### config.mk
export PLATFORM = sky130hd
export DESIGN_NAME = dcache_wpol_ctrl
export DESIGN_NICKNAME = d
export VERILOG_FILES = /design/src/rtl/dcw_pkg.sv /design/src/rtl/dcw_tag_store.sv /design/src/rtl/dcw_data_store.sv /design/src/rtl/dcache_wpol_ctrl.sv
export SDC_FILE = /design/constraint.sdc
export NUM_CORES = 2
export LEC_CHECK = 0
export BUFFER_PORTS_ARGS = -buffer_cell sky130_fd_sc_hd__buf_2
export CAP_MARGIN = 0
export CORE_ASPECT_RATIO = 0.7
export CORE_MARGIN = 2
export CORE_UTILIZATION = 60
export DETAILED_ROUTE_END_ITERATION = 10
export GPL_TIMING_DRIVEN = 1
export PLACE_DENSITY = 0.77
export SKIP_LAST_GASP = 1
export SYNTH_ARGS = -nofsm -noshare
export SYNTH_HDL_FRONTEND = slang
export SYNTH_SLANG_ARGS = --single-unit
### constraint.sdc
create_clock -name clk -period 6.8 [get_ports clk]
set_input_delay 1.02 -clock clk [delete_from_list [all_inputs] [get_ports clk]]
set_output_delay 1.02 -clock clk [all_outputs]
set_load 0.02 [all_outputs]
### src/rtl/dcw_pkg.sv
package dcw_pkg;

    typedef enum logic [2:0] {
        OP_LOAD       = 3'd0,
        OP_STORE      = 3'd1,
        OP_FLUSH_ALL  = 3'd2,
        OP_FLUSH_LINE = 3'd3,
        OP_CLEAN      = 3'd4
    } dc_op_e;

    typedef enum logic [2:0] {
        ST_IDLE,
        ST_EXT_WR,
        ST_EXT_RD,
        ST_EVICT,
        ST_FILL,
        ST_FLUSH
    } dc_state_e;

endpackage

### src/rtl/dcw_tag_store.sv
module dcw_tag_store #(
    parameter int LINES = 16,
    parameter int TAG_W = 24,
    localparam int IDX_W = $clog2(LINES)
) (
    input  logic             clk,
    input  logic             rst_n,
    input  logic [IDX_W-1:0] lk_idx,
    input  logic [TAG_W-1:0] lk_tag,
    output logic             lk_hit,
    output logic             lk_vdirty,
    output logic [TAG_W-1:0] lk_tag_rd,
    input  logic             flush_all,
    input  logic             upd_en,
    input  logic [IDX_W-1:0] upd_idx,
    input  logic [TAG_W-1:0] upd_tag,
    input  logic             upd_valid,
    input  logic             upd_dirty
);

    typedef struct packed {
        logic [LINES-1:0]            valid;
        logic [LINES-1:0]            dirty;
        logic [LINES-1:0][TAG_W-1:0] tag;
    } tstore_s;

    tstore_s s_d, s_q;

    always_comb begin
        s_d = s_q;
        if (flush_all) begin
            s_d.valid = '0;
            s_d.dirty = '0;
        end else if (upd_en) begin
            s_d.valid[upd_idx] = upd_valid;
            s_d.dirty[upd_idx] = upd_dirty;
            s_d.tag[upd_idx]   = upd_tag;
        end
    end

    always_ff @(posedge clk or negedge rst_n) begin
        if (!rst_n) s_q <= '0;
        else        s_q <= s_d;
    end

    assign lk_tag_rd = s_q.tag[lk_idx];
    assign lk_hit    = s_q.valid[lk_idx] && (s_q.tag[lk_idx] == lk_tag);
    assign lk_vdirty = s_q.valid[lk_idx] && s_q.dirty[lk_idx];

    // a whole-cache flush leaves no valid or dirty line behind
    p_flush_clears_r7: assert property (@(posedge clk) disable iff (!rst_n)
        flush_all |=> (s_q.valid == '0) && (s_q.dirty == '0));

    // dirtiness is only ever recorded on a valid line
    p_dirty_valid_r2: assert property (@(posedge clk) disable iff (!rst_n)
        (s_q.dirty & ~s_q.valid) == '0);

endmodule

### src/rtl/dcw_data_store.sv
module dcw_data_store #(
    parameter int LINES  = 16,
    parameter int WORDS  = 4,
    parameter int DATA_W = 32,
    localparam int IDX_W = $clog2(LINES),
    localparam int WRD_W = $clog2(WORDS)
) (
    input  logic              clk,
    input  logic              wr_en,
    input  logic [IDX_W-1:0]  wr_idx,
    input  logic [WRD_W-1:0]  wr_wrd,
    input  logic [DATA_W-1:0] wr_data,
    input  logic [IDX_W-1:0]  rd_idx,
    input  logic [WRD_W-1:0]  rd_wrd,
    output logic [DATA_W-1:0] rd_data
);

    logic [LINES-1:0][WORDS-1:0][DATA_W-1:0] mem_d, mem_q;

    always_comb begin
        mem_d = mem_q;
        if (wr_en) mem_d[wr_idx][wr_wrd] = wr_data;
    end

    always_ff @(posedge clk) begin
        mem_q <= mem_d;
    end

    assign rd_data = mem_q[rd_idx][rd_wrd];

endmodule

### src/rtl/dcache_wpol_ctrl.sv
module dcache_wpol_ctrl #(
    parameter int ADDR_W = 32,
    parameter int DATA_W = 32,
    parameter int LINES  = 16,
    parameter int WORDS  = 4
) (
    input  logic              clk,
    input  logic              rst_n,
    input  logic              req_valid,
    input  logic [2:0]        req_op,
    input  logic [ADDR_W-1:0] req_addr,
    input  logic [DATA_W-1:0] req_wdata,
    input  logic              req_cacheable,
    input  logic              req_bufferable,
    output logic              busy,
    output logic              rsp_valid,
    output logic [DATA_W-1:0] rsp_data,
    output logic              wb_valid,
    output logic [ADDR_W-1:0] wb_addr,
    output logic [DATA_W-1:0] wb_data,
    input  logic              wb_ready,
    output logic              rd_valid,
    output logic [ADDR_W-1:0] rd_addr,
    input  logic              rd_ready,
    input  logic [DATA_W-1:0] rd_data
);
    import dcw_pkg::*;

    localparam int OFF_W = $clog2(DATA_W / 8);
    localparam int WRD_W = $clog2(WORDS);
    localparam int IDX_W = $clog2(LINES);
    localparam int TAG_W = ADDR_W - IDX_W - WRD_W - OFF_W;
    localparam logic [WRD_W-1:0] LAST_WRD = WRD_W'(WORDS - 1);

    typedef struct packed {
        dc_state_e         state;
        logic [IDX_W-1:0]  idx;
        logic [WRD_W-1:0]  wrd;
        logic [WRD_W-1:0]  cnt;
        logic [TAG_W-1:0]  ltag;
        logic [TAG_W-1:0]  ntag;
        logic              fill;
        logic [ADDR_W-1:0] addr;
        logic [DATA_W-1:0] wdata;
        logic              rsp_valid;
        logic [DATA_W-1:0] rsp_data;
    } ctrl_s;

    ctrl_s c_d, c_q;

    dc_op_e            op_e;
    logic [TAG_W-1:0]  req_tag;
    logic [IDX_W-1:0]  req_idx;
    logic [WRD_W-1:0]  req_wrd;
    logic              idle, accept;

    logic              lk_hit, lk_vdirty;
    logic [TAG_W-1:0]  lk_tag_rd;
    logic              t_flush, t_upd, t_valid, t_dirty;
    logic [IDX_W-1:0]  t_idx;
    logic [TAG_W-1:0]  t_tag;
    logic              d_wr;
    logic [IDX_W-1:0]  d_idx, d_ridx;
    logic [WRD_W-1:0]  d_wrd, d_rwrd;
    logic [DATA_W-1:0] d_data, d_rdata;

    assign op_e    = dc_op_e'(req_op);
    assign req_tag = req_addr[ADDR_W-1 -: TAG_W];
    assign req_idx = req_addr[OFF_W+WRD_W +: IDX_W];
    assign req_wrd = req_addr[OFF_W +: WRD_W];
    assign idle    = (c_q.state == ST_IDLE);
    assign accept  = req_valid && idle;

    dcw_tag_store #(.LINES(LINES), .TAG_W(TAG_W)) tags_i (
        .clk(clk), .rst_n(rst_n),
        .lk_idx(req_idx), .lk_tag(req_tag),
        .lk_hit(lk_hit), .lk_vdirty(lk_vdirty), .lk_tag_rd(lk_tag_rd),
        .flush_all(t_flush), .upd_en(t_upd), .upd_idx(t_idx),
        .upd_tag(t_tag), .upd_valid(t_valid), .upd_dirty(t_dirty)
    );

    assign d_ridx = idle ? req_idx : c_q.idx;
    assign d_rwrd = idle ? req_wrd : c_q.cnt;

    dcw_data_store #(.LINES(LINES), .WORDS(WORDS), .DATA_W(DATA_W)) data_i (
        .clk(clk), .wr_en(d_wr), .wr_idx(d_idx), .wr_wrd(d_wrd), .wr_data(d_data),
        .rd_idx(d_ridx), .rd_wrd(d_rwrd), .rd_data(d_rdata)
    );

    always_comb begin
        c_d           = c_q;
        c_d.rsp_valid = 1'b0;
        t_flush = 1'b0; t_upd = 1'b0; t_valid = 1'b0; t_dirty = 1'b0;
        t_idx   = c_q.idx; t_tag = c_q.ltag;
        d_wr    = 1'b0; d_idx = c_q.idx; d_wrd = c_q.cnt; d_data = rd_data;
        unique case (c_q.state)
            ST_IDLE: if (req_valid) begin
                c_d.idx   = req_idx;
                c_d.wrd   = req_wrd;
                c_d.addr  = req_addr;
                c_d.wdata = req_wdata;
                c_d.cnt   = '0;
                unique case (op_e)
                    OP_LOAD: begin
                        if (!req_cacheable) begin
                            c_d.state = ST_EXT_RD;
                        end else if (lk_hit) begin
                            c_d.rsp_valid = 1'b1;
                            c_d.rsp_data  = d_rdata;
                        end else begin
                            c_d.ntag  = req_tag;
                            c_d.ltag  = lk_tag_rd;
                            c_d.fill  = 1'b1;
                            c_d.state = lk_vdirty ? ST_EVICT : ST_FILL;
                        end
                    end
                    OP_STORE: begin
                        if (req_cacheable && lk_hit) begin
                            d_wr = 1'b1; d_idx = req_idx; d_wrd = req_wrd; d_data = req_wdata;
                            if (req_bufferable) begin
                                t_upd = 1'b1; t_idx = req_idx; t_tag = req_tag;
                                t_valid = 1'b1; t_dirty = 1'b1;
                            end else begin
                                c_d.state = ST_EXT_WR;
                            end
                        end else begin
                            c_d.state = ST_EXT_WR;
                        end
                    end
                    OP_FLUSH_ALL: c_d.state = ST_FLUSH;
                    OP_FLUSH_LINE: if (lk_hit) begin
                        t_upd = 1'b1; t_idx = req_idx; t_tag = req_tag;
                    end
                    OP_CLEAN: if (lk_hit && lk_vdirty) begin
                        c_d.ltag  = req_tag;
                        c_d.fill  = 1'b0;
                        c_d.state = ST_EVICT;
                    end
                    default: ;
                endcase
            end
            ST_EXT_WR: if (wb_ready) c_d.state = ST_IDLE;
            ST_EXT_RD: if (rd_ready) begin
                c_d.rsp_valid = 1'b1;
                c_d.rsp_data  = rd_data;
                c_d.state     = ST_IDLE;
            end
            ST_EVICT: if (wb_ready) begin
                c_d.cnt = c_q.cnt + 1'b1;
                if (c_q.cnt == LAST_WRD) begin
                    c_d.cnt = '0;
                    if (c_q.fill) begin
                        c_d.state = ST_FILL;
                    end else begin
                        t_upd = 1'b1; t_valid = 1'b1;
                        c_d.state = ST_IDLE;
                    end
                end
            end
            ST_FILL: if (rd_ready) begin
                d_wr    = 1'b1;
                c_d.cnt = c_q.cnt + 1'b1;
                if (c_q.cnt == c_q.wrd) c_d.rsp_data = rd_data;
                if (c_q.cnt == LAST_WRD) begin
                    c_d.cnt = '0;
                    t_upd = 1'b1; t_tag = c_q.ntag; t_valid = 1'b1;
                    c_d.rsp_valid = 1'b1;
                    c_d.state     = ST_IDLE;
                end
            end
            ST_FLUSH: begin
                t_flush   = 1'b1;
                c_d.state = ST_IDLE;
            end
            default: c_d.state = ST_IDLE;
        endcase
    end

    always_ff @(posedge clk or negedge rst_n) begin
        if (!rst_n) c_q <= '0;
        else        c_q <= c_d;
    end

    assign busy      = !idle;
    assign rsp_valid = c_q.rsp_valid;
    assign rsp_data  = c_q.rsp_data;
    assign wb_valid  = (c_q.state == ST_EXT_WR) || (c_q.state == ST_EVICT);
    assign wb_addr   = (c_q.state == ST_EXT_WR) ? c_q.addr
                     : {c_q.ltag, c_q.idx, c_q.cnt, {OFF_W{1'b0}}};
    assign wb_data   = (c_q.state == ST_EXT_WR) ? c_q.wdata : d_rdata;
    assign rd_valid  = (c_q.state == ST_EXT_RD) || (c_q.state == ST_FILL);
    assign rd_addr   = (c_q.state == ST_EXT_RD) ? c_q.addr
                     : {c_q.ntag, c_q.idx, c_q.cnt, {OFF_W{1'b0}}};

    // a write-buffer request waits unchanged for its ready
    p_wb_hold_r11: assert property (@(posedge clk) disable iff (!rst_n)
        (wb_valid && !wb_ready) |=> wb_valid && $stable(wb_addr) && $stable(wb_data));

    // a read request waits unchanged for its ready
    p_rd_hold_r11: assert property (@(posedge clk) disable iff (!rst_n)
        (rd_valid && !rd_ready) |=> rd_valid && $stable(rd_addr));

    // write-back hit stays inside the cache
    p_wbhit_quiet_r2: assert property (@(posedge clk) disable iff (!rst_n)
        (accept && op_e == OP_STORE && req_cacheable && req_bufferable && lk_hit)
        |=> !wb_valid && !busy);

    // write-through hit forwards the same address and data
    p_wthit_fwd_r3: assert property (@(posedge clk) disable iff (!rst_n)
        (accept && op_e == OP_STORE && req_cacheable && !req_bufferable && lk_hit)
        |=> wb_valid && wb_addr == $past(req_addr) && wb_data == $past(req_wdata));

    // flush-all occupies the controller for exactly one cycle
    p_flushall_one_r7: assert property (@(posedge clk) disable iff (!rst_n)
        (accept && op_e == OP_FLUSH_ALL) |=> busy && !wb_valid && !rd_valid ##1 !busy);

    // load hit answers in the next cycle without external traffic
    p_loadhit_r12: assert property (@(posedge clk) disable iff (!rst_n)
        (accept && op_e == OP_LOAD && req_cacheable && lk_hit) |=> rsp_valid && !busy && !rd_valid);

endmodule

# Word-level counts from Yosys, hierarchy flattened
# Index checks and enable logic that the tools add are counted.
[word_totals]
regBits = 2621
out_inout_bits = 132
word_cells = 268
[op_classes]
n_addsub = 1
order_cmp = 9
eq_ne = 30
muxes = 110
n_bitwise = 2
reduce_logical = 23
[ops]
columns = ["operator", "count"]
rows = [
  ["$bwmux W2048", 1],
  ["$bmux W128 S4", 1],
  ["$demux W128 S4", 1],
  ["$mux W416", 1],
  ["$bwmux W384", 1],
  ["$mux W32", 11],
  ["$mux W128", 2],
  ["$mux W24", 10],
  ["$mux W33", 5],
  ["$mux W157", 1],
  ["$pmux W24 S2", 3],
  ["$pmux W33 S3", 1],
  ["$mux W49", 2],
  ["$bmux W24 S4", 1],
  ["$demux W24 S4", 1],
  ["$bmux W32 S2", 1],
  ["$demux W32 S2", 1],
  ["$mux W4", 10],
  ["$mux W3", 13],
  ["$bwmux W16", 2],
  ["$eq A24 B24 Y1", 1],
  ["$ne A2 B2 Y1 const B", 12],
  ["$mux W1", 21],
  ["$lt A4 B5 Y1 const B", 4],
  ["35 further kinds", 68],
]

# Longest topological paths before layout
[logic_depth]
ltp_word = 16
ltp_mapped = 19
mapped_depth_nobuf = 11

# By module
# From an unflattened synthesis, not the netlist that was laid out.
[hier_totals]
cells_unflattened = 5767
area_unflattened_um2 = 105976.6
[by_module_without_submodules]
columns = ["mod", "instances", "cells_each", "area_each_um2", "seq_area_each_um2"]
rows = [
  ["dcw_data_store", 1, 3323, 77733.3, 61499.0],
  ["dcw_tag_store", 1, 1347, 19459.9, 10410.0],
  ["dcache_wpol_ctrl", 1, 1097, 8783.4, 3778.6],
]

# Worst setup path after synthesis
# OpenSTA, ideal clock, no wires.
[synth_path]
path_kind = "in2reg"
start = "input req_addr[5]"
end = "register data_i.mem_q[1152] (netlist bit), enable pin"
setup_time_ns = 0.421
arrival_time_ns = 5.915
path_slack_ns = 0.464
cell_stages = 16
path_buffers = 6
path_cell_list = "buf_2 > buf_2 > buf_2 > clkbuf_1 > mux4_2 > mux2i_1 > xnor2_1 > a211oi_1 > o211ai_1 > nor4_4 > nand3_4 > nor4_1 > clkbuf_1 > clkbuf_1 > a21oi_1 > nor2_1"
[synth_between]
elab_chain_cells = 9
[synth_rtl]
columns = ["item", "line", "text"]
rows = [
  ["from (decl)", "dcache_wpol_ctrl.sv:11", "input logic [ADDR_W-1:0] req_addr,"],
  ["$bmux W24 S4", "dcw_tag_store.sv:47", "assign lk_hit = s_q.valid[lk_idx] && (s_q.tag[lk_idx] == lk_tag);"],
  ["$mux W24 (not written as such)", "dcw_tag_store.sv:47", ""],
  ["$eq A24 B24 Y1", "dcw_tag_store.sv:47", ""],
  ["$logic_and A1 B1 Y1 (*)", "dcw_tag_store.sv:47", ""],
  ["$logic_and A1 B1 Y1 (*)", "dcache_wpol_ctrl.sv:118", "if (req_cacheable && lk_hit) begin"],
  ["$mux W1 (*)", "dcache_wpol_ctrl.sv:118", ""],
  ["$mux W1 (*)", "dcache_wpol_ctrl.sv:103", "unique case (op_e)"],
  ["$mux W1 (*)", "dcache_wpol_ctrl.sv:97", "ST_IDLE: if (req_valid) begin"],
  ["$pmux W1 S2 (*)", "dcache_wpol_ctrl.sv:96", "unique case (c_q.state)"],
  ["to (signal assigned)", "dcw_data_store.sv:26", "mem_q <= mem_d;"],
  ["to (decl)", "dcw_data_store.sv:18", "logic [LINES-1:0][WORDS-1:0][DATA_W-1:0] mem_d, mem_q;"],
]
# Mark *: on every way between the ends. The rest lies on a longest branch, timed or not. The select of a mux whose other input is x is not followed.
# A chain may end at the register's enable or synchronous reset.

# Worst setup path in the final report
[layout_path]
start = "register c_q[154] (netlist bit)"
end = "output wb_data[31]"
[layout_between]
elab_chain_cells = 7
[layout_rtl]
columns = ["item", "line", "text"]
rows = [
  ["from (decl)", "dcache_wpol_ctrl.sv:49", "ctrl_s c_d, c_q;"],
  ["from (signal assigned)", "dcache_wpol_ctrl.sv:180", "if (!rst_n) c_q <= '0;"],
  ["from (signal assigned)", "dcache_wpol_ctrl.sv:181", "else c_q <= c_d;"],
  ["$logic_not A3 Y1", "dcache_wpol_ctrl.sv:71", "assign idle = (c_q.state == ST_IDLE);"],
  ["$mux W4", "dcache_wpol_ctrl.sv:82", "assign d_ridx = idle ? req_idx : c_q.idx;"],
  ["$bmux W128 S4", "dcw_data_store.sv:29", "assign rd_data = mem_q[rd_idx][rd_wrd];"],
  ["$mux W128 (not written as such)", "dcw_data_store.sv:29", ""],
  ["$bmux W32 S2", "dcw_data_store.sv:29", ""],
  ["$mux W32 (not written as such)", "dcw_data_store.sv:29", ""],
  ["$mux W32 (*)", "dcache_wpol_ctrl.sv:190", "assign wb_data = (c_q.state == ST_EXT_WR) ? c_q.wdata : d_rdata;"],
  ["to (decl)", "dcache_wpol_ctrl.sv:20", "output logic [DATA_W-1:0] wb_data,"],
]
# Marks and branches as above.

==> summary by stage <==
Setup path
The peak per-stage delay on the critical path is 0.68 ns. The critical path goes through or2_1 > nor2_4 > buf_12 > mux2i_4 > buf_12 > buf_4 > mux4_2 > and2_1 > a211oi_1 > a31oi_1 > a211oi_1 > a21oi_1 > mux2_2 > buf_2. The critical path is of the flip-flop to output port type. The worst register-to-register path has a depth of 14. The kind of capture point of the worst setup path is an output port. The worst setup path is launched from a flip-flop. The largest fanout on the critical path is 23. Data on the critical path arrives at its endpoint at 5.68 ns.

The slowest stage of the critical path is the sky130_fd_sc_hd__a211oi_1 cell. For the worst setup path, the data required time is 5.78 ns.

STA
The summed negative setup slack over all endpoints is 0 ns. Setup slack closes at 0.0951 ns. Setup violations remaining at the end of the flow were counted as 0. Measured against its own limit, the worst slew margin works out to 11.1%. The period utilization is 98.6%.

For the final database, setup skew stands at 0.0791 ns. The transition time of the tightest slew-check pin is 1.32 ns. The number of failing hold endpoints at the final stage is 0. Timing would allow up to 0.149 GHz. The final hold slack is 0.219 ns. The clock period could shrink to 6.70 ns. The number of slew-limit violations in the final report was 0.

Route
In this run the remaining antenna-violating nets after routing total 0. The post-detailed-routing wire length is 300000 um. Summing over every cut layer, the via total after detailed routing is 62477. In this run, the number of DRC markers left after iteration 0 of detailed routing was 9462. The residual DRC count is 0. After detailed routing, the average wire length per cell comes to 33.0 um. The first detailed-routing pass ran for 6 iterations. The ratio of routed vias to standard cells is 6.87.

Global routing
Entering global routing, the biggest net connects 194 pins. Global routing used 32.8% of the available tracks. The number of antenna violations at the first check in global routing is 12. The first global-routing pass estimated 437000 um of wire. The total congestion overflow after global routing is 0. The via count of the first global-routing pass was 62558.

Clocking
The number of buffers inserted during clock tree synthesis is 226. In this run the number of H-tree levels came out at 4. Counting along the longest clock path gives a buffer depth of 3. The later pin in the worst-skew pair is clocked with a latency of 0.87 ns.

Clock tree synthesis selected as its root buffer the cell sky130_fd_sc_hd__clkbuf_16. The clock net in this run drives a total of 2615 sinks. After clock tree synthesis, the clock-pin slew on the worst setup and hold paths is 0.07 ns. TritonCTS built the clock tree.

Synth
The cell taking the most area after synthesis is sky130_fd_sc_hd__edfxtp_1. The number of nets handed over by synthesis was 6210. Synthesis instantiated 79 different standard cells from the library.

The top cell type by area accounts for 56.9% of the synthesized area. Among all flip-flop cells after synthesis, the most frequent one is sky130_fd_sc_hd__edfxtp_1. The synthesis-stage register bit count is 2615. The post-synthesis instance total is 6103.

The synthesized area is 108000 um^2. The share of synthesized area occupied by flip-flops and latches is 70.0%. The per-instance average area after synthesis is 17.7 um^2. The count of flip-flops with a built-in enable after synthesis is 2048.

Yosys attributes the largest share of cell area to sky130_fd_sc_hd__edfxtp_1 (57%), sky130_fd_sc_hd__dfrtp_1 (13%), sky130_fd_sc_hd__mux4_2 (12%), sky130_fd_sc_hd__mux2_2 (4.8%), sky130_fd_sc_hd__nand2_1 (2.3%). The number of warnings reported in the yosys synthesis log is 0. The share of synthesized registers carrying an async set or reset is 21.7%.

Die
The starting density of the core is 60.3%. The floorplan step set the die height to 359 um. The overall die area is 184000 um^2. During I/O placement, the number of pins put on the boundary was 238. The number of rows created at floorplan is 130. The total area inside the core boundary comes to 179000 um^2.

The width of the chip is 511 um.

Pwr
After layout, the design draws a total of 45.9 mW. Summed over all cells, the static leakage comes to 44.5 nW. Across the VDD grid, the largest voltage drop is 380 uV. The total power divided by cell area is 371 nW/um^2.

Finish
The non-filler instance count after layout is 9098. The core occupancy in the finished layout is 69.0%. The area taken by multi-input logic gates is 31100 um^2. The growth of design area from synthesis to finish is 14.4%. In the layout the commonest cells are sky130_fd_sc_hd__edfxtp_1 (2048), sky130_fd_sc_hd__nand2_1 (619), sky130_fd_sc_hd__mux4_2 (593). In the final layout, the share of cells above drive strength 1 is 33.0%.

For this run, the post-layout net count is 6630. The total non-filler cell area in the finished layout is 124000 um^2. Fill cells in the final layout number 10896. The sequential standard cell area is 75700 um^2. The library cell used most frequently in the layout, excluding fill and tap cells, is sky130_fd_sc_hd__edfxtp_1.

Job
Max-cap violations in this run came to 0.

Place
At the placement stage, the worst setup path has a slack of 0.118 ns. The number of placed instances, taps included is 8668. Detailed placement ended at an HPWL of 181000 um.

In this run the tool buffered the top-level ports with 237 buffer cells. Once placement finished, the instance area stood at 116000 um^2. The global placement routability congestion is 0.975.

Run status
The run finished with clean final reports.

Min path
The worst hold-check path type is input pin to async pin.
==> flip-flops by register name, indices dropped and copies added (netlist names) <==
signal        cells
tags_i.s_q      416
rsp_valid         1
c_q             118
rsp_data         32
data_i.mem_q   2048
==> routing by layer <==
layer	vias up	share of wire, %	global-route usage, %
li1	24948	-	-
met1	32515	38	48.9
met2	4403	45	48.0
met3	609	13	8.82
met4	2	3.4	10.1
met5	-	0.0040	0
==> synth_stat cells (5+ instances only) <==
| library cell | count |
|---|---|
| sky130_fd_sc_hd__mux2i_1 | 79 |
| sky130_fd_sc_hd__o22ai_1 | 16 |
| sky130_fd_sc_hd__nand2b_1 | 17 |
| sky130_fd_sc_hd__a311oi_1 | 65 |
| sky130_fd_sc_hd__buf_4 | 56 |
| sky130_fd_sc_hd__mux4_2 | 593 |
| sky130_fd_sc_hd__edfxtp_1 | 2048 |
| sky130_fd_sc_hd__nor2_1 | 154 |
| sky130_fd_sc_hd__nor4_1 | 8 |
| sky130_fd_sc_hd__a211oi_1 | 165 |
| sky130_fd_sc_hd__a221o_1 | 8 |
| sky130_fd_sc_hd__a22o_1 | 56 |
| sky130_fd_sc_hd__nand2_1 | 652 |
| sky130_fd_sc_hd__buf_2 | 41 |
| sky130_fd_sc_hd__a22oi_1 | 48 |
| sky130_fd_sc_hd__and2_1 | 137 |
| sky130_fd_sc_hd__a31oi_1 | 75 |
| sky130_fd_sc_hd__mux2_2 | 464 |
| sky130_fd_sc_hd__o21ai_0 | 42 |
| sky130_fd_sc_hd__nor3_1 | 41 |
| sky130_fd_sc_hd__mux2_4 | 28 |
| sky130_fd_sc_hd__a21o_1 | 5 |
| sky130_fd_sc_hd__buf_1 | 73 |
| sky130_fd_sc_hd__buf_6 | 14 |
| sky130_fd_sc_hd__clkbuf_1 | 275 |
| sky130_fd_sc_hd__nor2b_1 | 30 |
| sky130_fd_sc_hd__xor2_1 | 13 |
| sky130_fd_sc_hd__inv_1 | 14 |
| sky130_fd_sc_hd__xnor2_1 | 18 |
| sky130_fd_sc_hd__o21ai_1 | 17 |
| sky130_fd_sc_hd__and3_1 | 7 |
| sky130_fd_sc_hd__o22a_1 | 5 |
| sky130_fd_sc_hd__mux2_1 | 60 |
| sky130_fd_sc_hd__nand3_1 | 15 |
| sky130_fd_sc_hd__dfrtp_1 | 567 |
| sky130_fd_sc_hd__o221ai_1 | 7 |
| sky130_fd_sc_hd__a21oi_1 | 118 |
| sky130_fd_sc_hd__or3_1 | 6 |
| sky130_fd_sc_hd__nand4_1 | 5 |
==> critical path: cells and delay by family (launching register included) <==
kind            cells  cell delay, ns
buf+inv             4            0.89
mux                 3            1.23
compound gates      4            1.48
flops               1            0.52
simple gates        3            0.64
==> report_power, final <==
group	switching (mW)	total, mW	internal, mW	leakage [nW]
Sequential	0.491	18.3	17.8	26.1
Combinational	8.97	14.8	5.88	14.9
Clock	5.86	12.7	6.84	3.52
Total	15.3	45.9	30.5	44.5
==> timing repair <==
item | 4_1_cts | 5_1_grt
cloned | 0 | 2
hold buffers | 0 | 0
pin swaps | 1 | 2
setup buffers | 0 | 1
gates resized for setup | 6 | 5
setup endpoints to repair | 18 | 17
==> layout make-up <==
type,count,share of cell area (%)
Sequential cell,2615,61.2
Multi-Input combinational cell,3014,25.1
Timing Repair Buffer,651,5.43
Clock buffer,308,5.00
Tap cell,2376,2.40
Clock inverter,115,0.819
Inverter,15,0.0455
Antenna cell,4,0.00809
==> cells by family (layout without fill, tap and decap cells) <==
| logic type | count (synthesis) | in the layout | synth area share (%) |
|---|---|---|---|
| buffers and inverters | 474 | 1089 | 1.98 |
| muxes | 1224 | 1224 | 18.9 |
| AOI/OAI and AO/OA | 656 | 656 | 4.25 |
| xor gates and xnor gates | 31 | 31 | 0.251 |
| DFF | 2615 | 2615 | 70.0 |
| adders and majority gates | 1 | 1 | 0.0116 |
| and+or+nand+nor | 1102 | 1102 | 4.56 |
| other | 0 | 4 | 0 |
==> path summary, 6_finish.rpt <==
path                       slack, ns         from         endpoint
setup / recovery                 0.1     c_q[154]      wb_data[31]
hold / removal                  0.22        rst_n         c_q[137]
setup reg to reg                1.66     c_q[154]     rsp_data[26]
hold reg to reg                 0.48      c_q[63]          c_q[63]
min in group clk                0.36  req_addr[1]          c_q[66]
max in group asynchronous       4.86        rst_n  tags_i.s_q[248]
(Power assumes the default switching activity.)
